$ cat src/rtl/trig_csr_pkg.sv
package trig_csr_pkg;

  localparam int unsigned XLEN = 32;

  localparam logic [11:0] ADDR_TSEL  = 12'h7A0;
  localparam logic [11:0] ADDR_TCFG  = 12'h7A1;
  localparam logic [11:0] ADDR_TADDR = 12'h7A2;
  localparam logic [11:0] ADDR_TZ0   = 12'h7A3;
  localparam logic [11:0] ADDR_TZ1   = 12'h7A8;
  localparam logic [11:0] ADDR_TZ2   = 12'h7AA;

  localparam logic [1:0] PRIV_M = 2'b11;

  // fixed part of the configuration word: type 2, debug-only, enter-debug action
  localparam logic [XLEN-1:0] CFG_FIXED = 32'h2800_1000;
  localparam int unsigned CFG_M_BIT    = 6;
  localparam int unsigned CFG_EXEC_BIT = 2;

  typedef enum logic [2:0] {
    RD_NONE,
    RD_SEL,
    RD_CFG,
    RD_ADDR,
    RD_ZERO
  } rdSel_e;

  typedef struct packed {
    logic   selWr;
    logic   cfgWr;
    logic   addrWr;
    rdSel_e rdSel;
  } strobes_t;

endpackage

$ cat src/rtl/trig_csr_ctrl.sv
module trig_csr_ctrl
  import trig_csr_pkg::*;
(
  input  logic        csrReq,
  input  logic        csrWe,
  input  logic [11:0] csrAddr,
  input  logic [1:0]  privLevel,
  input  logic        debugMode,
  output strobes_t    strobes,
  output logic        csrIllegal
);

  logic isSel, isCfg, isAddr, isZero, isTrig, allowed, doWrite;

  always_comb begin
    isSel   = (csrAddr == ADDR_TSEL);
    isCfg   = (csrAddr == ADDR_TCFG);
    isAddr  = (csrAddr == ADDR_TADDR);
    isZero  = (csrAddr == ADDR_TZ0) || (csrAddr == ADDR_TZ1) || (csrAddr == ADDR_TZ2);
    isTrig  = isSel || isCfg || isAddr || isZero;
    allowed = debugMode || (privLevel == PRIV_M);

    csrIllegal = csrReq && isTrig && !allowed;
    doWrite    = csrReq && csrWe && allowed;

    strobes.selWr  = doWrite && isSel;
    strobes.cfgWr  = doWrite && isCfg && debugMode;
    strobes.addrWr = doWrite && isAddr && debugMode;

    strobes.rdSel = RD_NONE;
    if (csrReq && allowed) begin
      if (isSel)       strobes.rdSel = RD_SEL;
      else if (isCfg)  strobes.rdSel = RD_CFG;
      else if (isAddr) strobes.rdSel = RD_ADDR;
      else if (isZero) strobes.rdSel = RD_ZERO;
    end
  end

endmodule

$ cat src/rtl/trig_csr_dp.sv
module trig_csr_dp
  import trig_csr_pkg::*;
#(
  parameter int unsigned NUM_TRIG = 1
) (
  input  logic            clk,
  input  logic            rstN,
  input  strobes_t        strobes,
  input  logic [XLEN-1:0] csrWdata,
  input  logic            debugMode,
  input  logic [XLEN-1:0] pc,
  output logic [XLEN-1:0] csrRdata,
  output logic            trigHit,
  output logic [XLEN-1:0] selMatchAddr,
  output logic            selExec
);

  localparam int unsigned SEL_W = (NUM_TRIG > 1) ? $clog2(NUM_TRIG) : 1;
  localparam logic [SEL_W-1:0] SEL_MAX = SEL_W'(NUM_TRIG - 1);

  logic [SEL_W-1:0] tselQ;
  logic [NUM_TRIG-1:0] execQ, mEnQ, slotHit, slotSel;
  logic [XLEN-1:0] matchQ [NUM_TRIG];

  always_ff @(posedge clk) begin
    if (!rstN) begin
      tselQ <= '0;
    end else if (strobes.selWr) begin
      if (csrWdata >= XLEN'(NUM_TRIG)) tselQ <= SEL_MAX;
      else                             tselQ <= csrWdata[SEL_W-1:0];
    end
  end

  for (genvar i = 0; i < NUM_TRIG; i++) begin : gSlot
    assign slotSel[i] = (tselQ == SEL_W'(i));

    always_ff @(posedge clk) begin
      if (!rstN) begin
        execQ[i]  <= 1'b0;
        mEnQ[i]   <= 1'b0;
        matchQ[i] <= '0;
      end else begin
        if (strobes.cfgWr && slotSel[i]) begin
          execQ[i] <= csrWdata[CFG_EXEC_BIT];
          mEnQ[i]  <= csrWdata[CFG_M_BIT];
        end
        if (strobes.addrWr && slotSel[i]) matchQ[i] <= csrWdata;
      end
    end

    assign slotHit[i] = execQ[i] && (pc == matchQ[i]);
  end

  assign trigHit = !debugMode && (|slotHit);

  logic [XLEN-1:0] cfgView;

  always_comb begin
    selMatchAddr = '0;
    selExec      = 1'b0;
    cfgView      = CFG_FIXED;
    for (int i = 0; i < NUM_TRIG; i++) begin
      if (slotSel[i]) begin
        selMatchAddr = matchQ[i];
        selExec      = execQ[i];
        cfgView[CFG_M_BIT]    = mEnQ[i];
        cfgView[CFG_EXEC_BIT] = execQ[i];
      end
    end
    unique case (strobes.rdSel)
      RD_SEL:  csrRdata = XLEN'(tselQ);
      RD_CFG:  csrRdata = cfgView;
      RD_ADDR: csrRdata = selMatchAddr;
      default: csrRdata = '0;
    endcase
  end

endmodule

$ cat src/rtl/trig_csr_unit.sv
module trig_csr_unit
  import trig_csr_pkg::*;
#(
  parameter int unsigned NUM_TRIG = 1
) (
  input  logic        clk,
  input  logic        rstN,
  input  logic        csrReq,
  input  logic        csrWe,
  input  logic [11:0] csrAddr,
  input  logic [31:0] csrWdata,
  input  logic [1:0]  privLevel,
  input  logic        debugMode,
  input  logic [31:0] pc,
  output logic [31:0] csrRdata,
  output logic        csrIllegal,
  output logic        trigHit
);

  strobes_t        strobes;
  logic [XLEN-1:0] selMatchAddr;
  logic            selExec;

  trig_csr_ctrl uCtrl (
    .csrReq    (csrReq),
    .csrWe     (csrWe),
    .csrAddr   (csrAddr),
    .privLevel (privLevel),
    .debugMode (debugMode),
    .strobes   (strobes),
    .csrIllegal(csrIllegal)
  );

  trig_csr_dp #(.NUM_TRIG(NUM_TRIG)) uDp (
    .clk         (clk),
    .rstN        (rstN),
    .strobes     (strobes),
    .csrWdata    (csrWdata),
    .debugMode   (debugMode),
    .pc          (pc),
    .csrRdata    (csrRdata),
    .trigHit     (trigHit),
    .selMatchAddr(selMatchAddr),
    .selExec     (selExec)
  );

endmodule

$ cat config.mk
export PLATFORM = sky130hd
export DESIGN_NAME = trig_csr_unit
export DESIGN_NICKNAME = d
export VERILOG_FILES = /design/src/rtl/trig_csr_pkg.sv /design/src/rtl/trig_csr_ctrl.sv /design/src/rtl/trig_csr_dp.sv /design/src/rtl/trig_csr_unit.sv
export SDC_FILE = /design/constraint.sdc
export NUM_CORES = 1
export LEC_CHECK = 0
export ABC_AREA = 1
export BUFFER_PORTS_ARGS = -buffer_cell sky130_fd_sc_hd__clkbuf_2
export CAP_MARGIN = 20
export CORE_MARGIN = 2
export CORE_UTILIZATION = 47
export CTS_CLUSTER_SIZE = 20
export DETAILED_ROUTE_END_ITERATION = 12
export HOLD_SLACK_MARGIN = 0.1
export PLACE_DENSITY = 0.81
export SLEW_MARGIN = 20
export SYNTH_ARGS = -nofsm -noshare
export SYNTH_HDL_FRONTEND = slang
export SYNTH_SLANG_ARGS = --single-unit
$ cat constraint.sdc
create_clock -name clk -period 2.4 [get_ports clk]
set_input_delay 0.48 -clock clk [delete_from_list [all_inputs] [get_ports clk]]
set_output_delay 0.48 -clock clk [all_outputs]
set_load 0.02 [all_outputs]
# Word-level counts from Yosys, hierarchy flattened
# Memories as Yosys holds them, arrays and structs flattened.
# Cells that the tools add are included.
# op_classes
magnitude_cmp	1
n_eq_ne	11
muxes	16
bitwise	1
n_reduce_logical	23
# ops
operator	n
$pmux 32 s3	1
$eq 12x11->1 const B	6
$mux 32	2
$eq 32x32->1	1
$ge 32x1->1 const B	1
$reduce_or 32->1	1
$mux 3	5
$logic_and 1x1->1	14
$mux 1	8
$eq 3x2->1 const B	2
$logic_or 1x1->1	6
$eq 3x1->1 const B	1
$eq 2x2->1 const B	1
$logic_not 1->1	2
$not 1->1	1
# word_totals
reg_bits	3
ramBits	32
in_bits	83
output_inout_bits	34
n_memories	1
# mem_list
memory	words	word_bits	read_ports	rd_clocked_by_memory_dff	wr	line	rtl
uDp.matchQ	1	32	1	0	1	trig_csr_dp.sv:23	logic [XLEN-1:0] matchQ [NUM_TRIG];

# Logic depth before layout (Yosys ltp)
# depth
ltp_word	11
ltp_mapped	9
mapped_depth_nobuf	9

# Hierarchy
# Synthesis repeated with hierarchy kept, for this count alone.
# hier_totals
cells_unflattened	390
area_unflattened_um2	2637.5
# by_module_without_submodules
mod	n_inst	cells_per_inst	area_per_inst_um2	seq_area_each_um2
trig_csr_dp	1	353	2412.3	1021.0
trig_csr_ctrl	1	37	225.2	0.0

# Worst setup path after synthesis
# OpenSTA, ideal clock, no wires.
# synth_timing
kind	input -> register
from	input port csrAddr[2]
to	memory uDp.matchQ[0][0], enable pin
arrival_time_ns	1.756
path_slack_ns	0.254
cell_stages	7
cell_sequence	nor2_2 -> inv_2 -> nor2_2 -> nand2_1 -> nor2_4 -> nand3_1 -> nand2_1
# synth_via
elab_chain_cells	9
# synth_lines
element	line	rtl
start, declared	trig_csr_unit.sv:10	input logic [11:0] csrAddr,
$eq 12x11->1 (*)	trig_csr_ctrl.sv:18	isAddr = (csrAddr == ADDR_TADDR);
$logic_and 1x1->1 (*) (2 in series)	trig_csr_ctrl.sv:28	strobes.addrWr = doWrite && isAddr && debugMode;
$logic_and 1x1->1 (*)	trig_csr_dp.sv:47	if (strobes.addrWr && slotSel[i]) matchQ[i] <= csrWdata;
$mux 1 (*)	trig_csr_dp.sv:47	
$mux 1 (*)	trig_csr_dp.sv:38	if (!rstN) begin
$mux 1 (implied by the code) (*)	trig_csr_dp.sv:47	
$reduce_or 32->1 (no source line)	n/a	
$mux 1 (no source line) (*)	n/a	
end, declared	trig_csr_dp.sv:23	
# Mark *: on every way between the ends. The rest lies on a longest branch, timed or not.

# Final worst setup path
# layout_timing
from	input port csrAddr[2]
to	output port csrRdata[16]
# layout_via
elab_chain_cells	10
elab_cells_between_ends	17
# layout_lines
element	line	rtl
$eq 12x11->1	trig_csr_ctrl.sv:19	isZero = (csrAddr == ADDR_TZ0) || (csrAddr == ADDR_TZ1) || (csrAddr == ADDR_TZ2);
$logic_or 1x1->1 (2 in series)	trig_csr_ctrl.sv:19	
$mux 3	trig_csr_ctrl.sv:35	else if (isZero) strobes.rdSel = RD_ZERO;
$mux 3	trig_csr_ctrl.sv:34	else if (isAddr) strobes.rdSel = RD_ADDR;
$mux 3	trig_csr_ctrl.sv:33	else if (isCfg) strobes.rdSel = RD_CFG;
$mux 3 (*)	trig_csr_ctrl.sv:32	if (isSel) strobes.rdSel = RD_SEL;
$mux 3 (*)	trig_csr_ctrl.sv:31	if (csrReq && allowed) begin
$eq 3x2->1 / $eq 3x1->1 (equally long branches)	trig_csr_dp.sv:70	unique case (strobes.rdSel)
$pmux 32 s3 (*)	trig_csr_dp.sv:70	
end, declared	trig_csr_unit.sv:15	output logic [31:0] csrRdata,
# Marked as above.

==> qor.yml <==
drt:
  first_iter_violations: 75
  dr.pass1.iters: 4
  drtAntennaViolNets: 0
  post_drt_wl_per_cell_um: 10.32
  via_per_inst: 4.414
  drc: 0
  vias: 2388
  wl_um: 5581
power_and_ir_drop:
  total_power_mw: 1.302
  switching_power_mw: 0.3201
  ir_worst_vdd_uv: 338.8
  powerDensity_nw_per_um2: 408.0
  p_int_mw: 0.9817
  power_frac_comb_pct: 15.4
  sequentialPowerShare_pct: 54.3
  leakagePower_nw: 1.860
  p_sw_share_pct: 24.59
  pwr-share-clk_pct: 30.3
timing:
  tightestPinTransition_ps: 312.5
  setup_viol: 0
  slew_headroom_pct: 79.09
  layout_min_cycle_time_ps: 2242
  period_share_pct: 93.40
  tns_ps: 0
  slew_violations: 0
  fin_skew_ps: 6.958
  rsz0062_at_grt: "false"
  setup_slack_ps: 158.3
  finalHoldViolCount: 0
  holdWs_ps: 441.7
  max_freq_mhz: 446.1
logic_synthesis:
  ys_seq_area_share_pct: 41.91
  ys_types: 24
  synth.net_count: 432
  synth_mux_area_share_pct: 0
  synth-compound-area-share_pct: 4.263
  yosysTopAreaCellShare_pct: 39.45
  synth.area.top_cells: "edfxtp_1 39%, inv_1 15%, nand2_1 12%"
  yosys_register_bits: 35
  synth_top_area_cell: "edfxtp_1"
  syn_inst: 349
  synth_area_um2: 2436
  synth-xor-area-share_pct: 2.517
  syn-mean-instance-area_um2: 6.980
  synthAdderAreaFrac_pct: 0
  ys_warn_count: 0
  yosys.area_share.simple_pct: 34.36
  synth_top_family_by_area: "simple AND/OR/NAND/NOR gates"
clock_network:
  cts_made_buffers: 5
  max-clock-path-buffers: 2
  cts_resized: 0
  cts_tree: "yes"
  htree_levels: 2
  cts-root-buf: "clkbuf_8"
  clkLatencyLatePin_ps: 290
  path_clk_slew_ps: 60
  hold_buffers: 0
  cts_setup_buffers: 0
  clock_sinks: 35
worst_setup_path:
  crit_type: "in2out"
  worst_ep_required_time_ps: 1920
  critical_path_arrival_ps: 1760
  rrSetupSlack_ps: 1070
  r2r_cells: 4
  critPathCaptureType: "primary output"
  critPathLaunchType: "primary input"
  cp_max_fo: 30
floorplanning:
  rows: 26
  start_util_pct: 48.31
  dieArea_um2: 5775
  dieHeight_um: 76.00
  core-area_um2: 5042
  num_io_pins: 117
  die_width_um: 76.00
placement:
  place_ws_ps: 154.7
  dp_hpwl_um: 4687
  dp_cells: 533
  gp_congestion: 0.9298
  dpl_cell_area_um2: 3110
  numPortBuffers: 116
finish:
  final_net_count: 553
  final_cells: 541
  final_common_cell: "clkbuf_2"
  fin_util_pct: 63.28
  antenna_cells: 0
  drive_above_1_share_pct: 34.61
  seqCellArea_um2: 1021
  syn_to_final_growth_pct: 30.97
  fill_cells: 473
  multiInputGateArea_um2: 1002
  stdcell_area_um2: 3191
  final_cell_mix: "116 x clkbuf_2, 96 x inv_1, 80 x nand2_1"
global_routing:
  grt_max_degree: 33
  grt-ovfl-total: 0
  grt_pass1_wl_um: 9694
  antenna_found_initial: 0
  grt_usage_pct: 20.49
  grt_pass1_vias: 2279
hold_path:
  whs_path_depth: 3
  worstHoldPathType: "in2reg"
flow_run:
  cap_violations: 0
run_status:
  status: "complete, no violations"
-- power groups by stage --
stage	Clock (mW)	Sequential (mW)	Combinational (mW)
floorplan	0	0.716	0.103
global placement	0	0.718	0.196
detailed placement	0	0.720	0.202
CTS	0.404	0.707	0.203
global route	0.427	0.710	0.231
finish	0.394	0.707	0.201
-- cells in the mapped netlist --
cell / count
nand3_1: 7
inv_1: 96
a21oi_1: 2
xor2_1: 3
nand3b_1: 1
nand3_2: 1
a31oi_1: 1
nor2_1: 53
buf_2: 3
dfxtp_1: 3
nor3_1: 3
nand2_1: 80
xnor2_1: 4
nand4_1: 4
o21ai_1: 4
edfxtp_1: 32
nor2_4: 1
nor2_2: 32
o211ai_1: 3
o21ai_0: 9
buf_6: 3
nand4_4: 1
inv_2: 1
or2_2: 2
-- state kept, by name, summed over array words and instances, names as in the netlist --
| register | count |
|---|---|
| uDp.matchQ | 32 |
| uDp.mEnQ | 1 |
| uDp.execQ | 1 |
| uDp.tselQ | 1 |
-- critical path: stages --
cell and delay, ps:
clkbuf_2 90, nor2_2 140, inv_2 70, nor2_2 110, nand2_1 100, nor2_4 170, nand3_2 110, buf_12 170
nor2_1 120, clkbuf_2 190
-- final timing paths --
check         startpoint                to
min          csrWdata[2]         uDp.execQ
max           csrAddr[2]      csrRdata[16]
max reg2reg    uDp.tselQ  uDp.matchQ[0][2]
min reg2reg    uDp.tselQ         uDp.tselQ
-- final cells by class --
type / count / area share, %
Inverter: 97 / 11.41
Clock buffer: 6 / 2.275
Clock inverter: 2 / 0.2353
Timing Repair Buffer: 120 / 19.92
Sequential cell: 35 / 32.00
Multi-Input combinational cell: 211 / 31.41
Tap cell: 70 / 2.745
-- layer usage --
metal	track usage [%]	part of all wire, %	wire (µm)
met3	4.147	6.2	346
met1	22.79	39	2180
met2	38.21	52	2916
met5	0	0	0
met4	8.182	2.5	139
-- logic make-up (layout without fill, tap and decap cells) --
family / after synthesis / count (layout)
buffers and inverters: 103 / 225
and+or+nand+nor: 185 / 185
AOI/OAI and AO/OA: 19 / 19
DFF: 35 / 35
xor gates and xnor gates: 7 / 7
No activity file was read; power rests on OpenSTA's default activity.
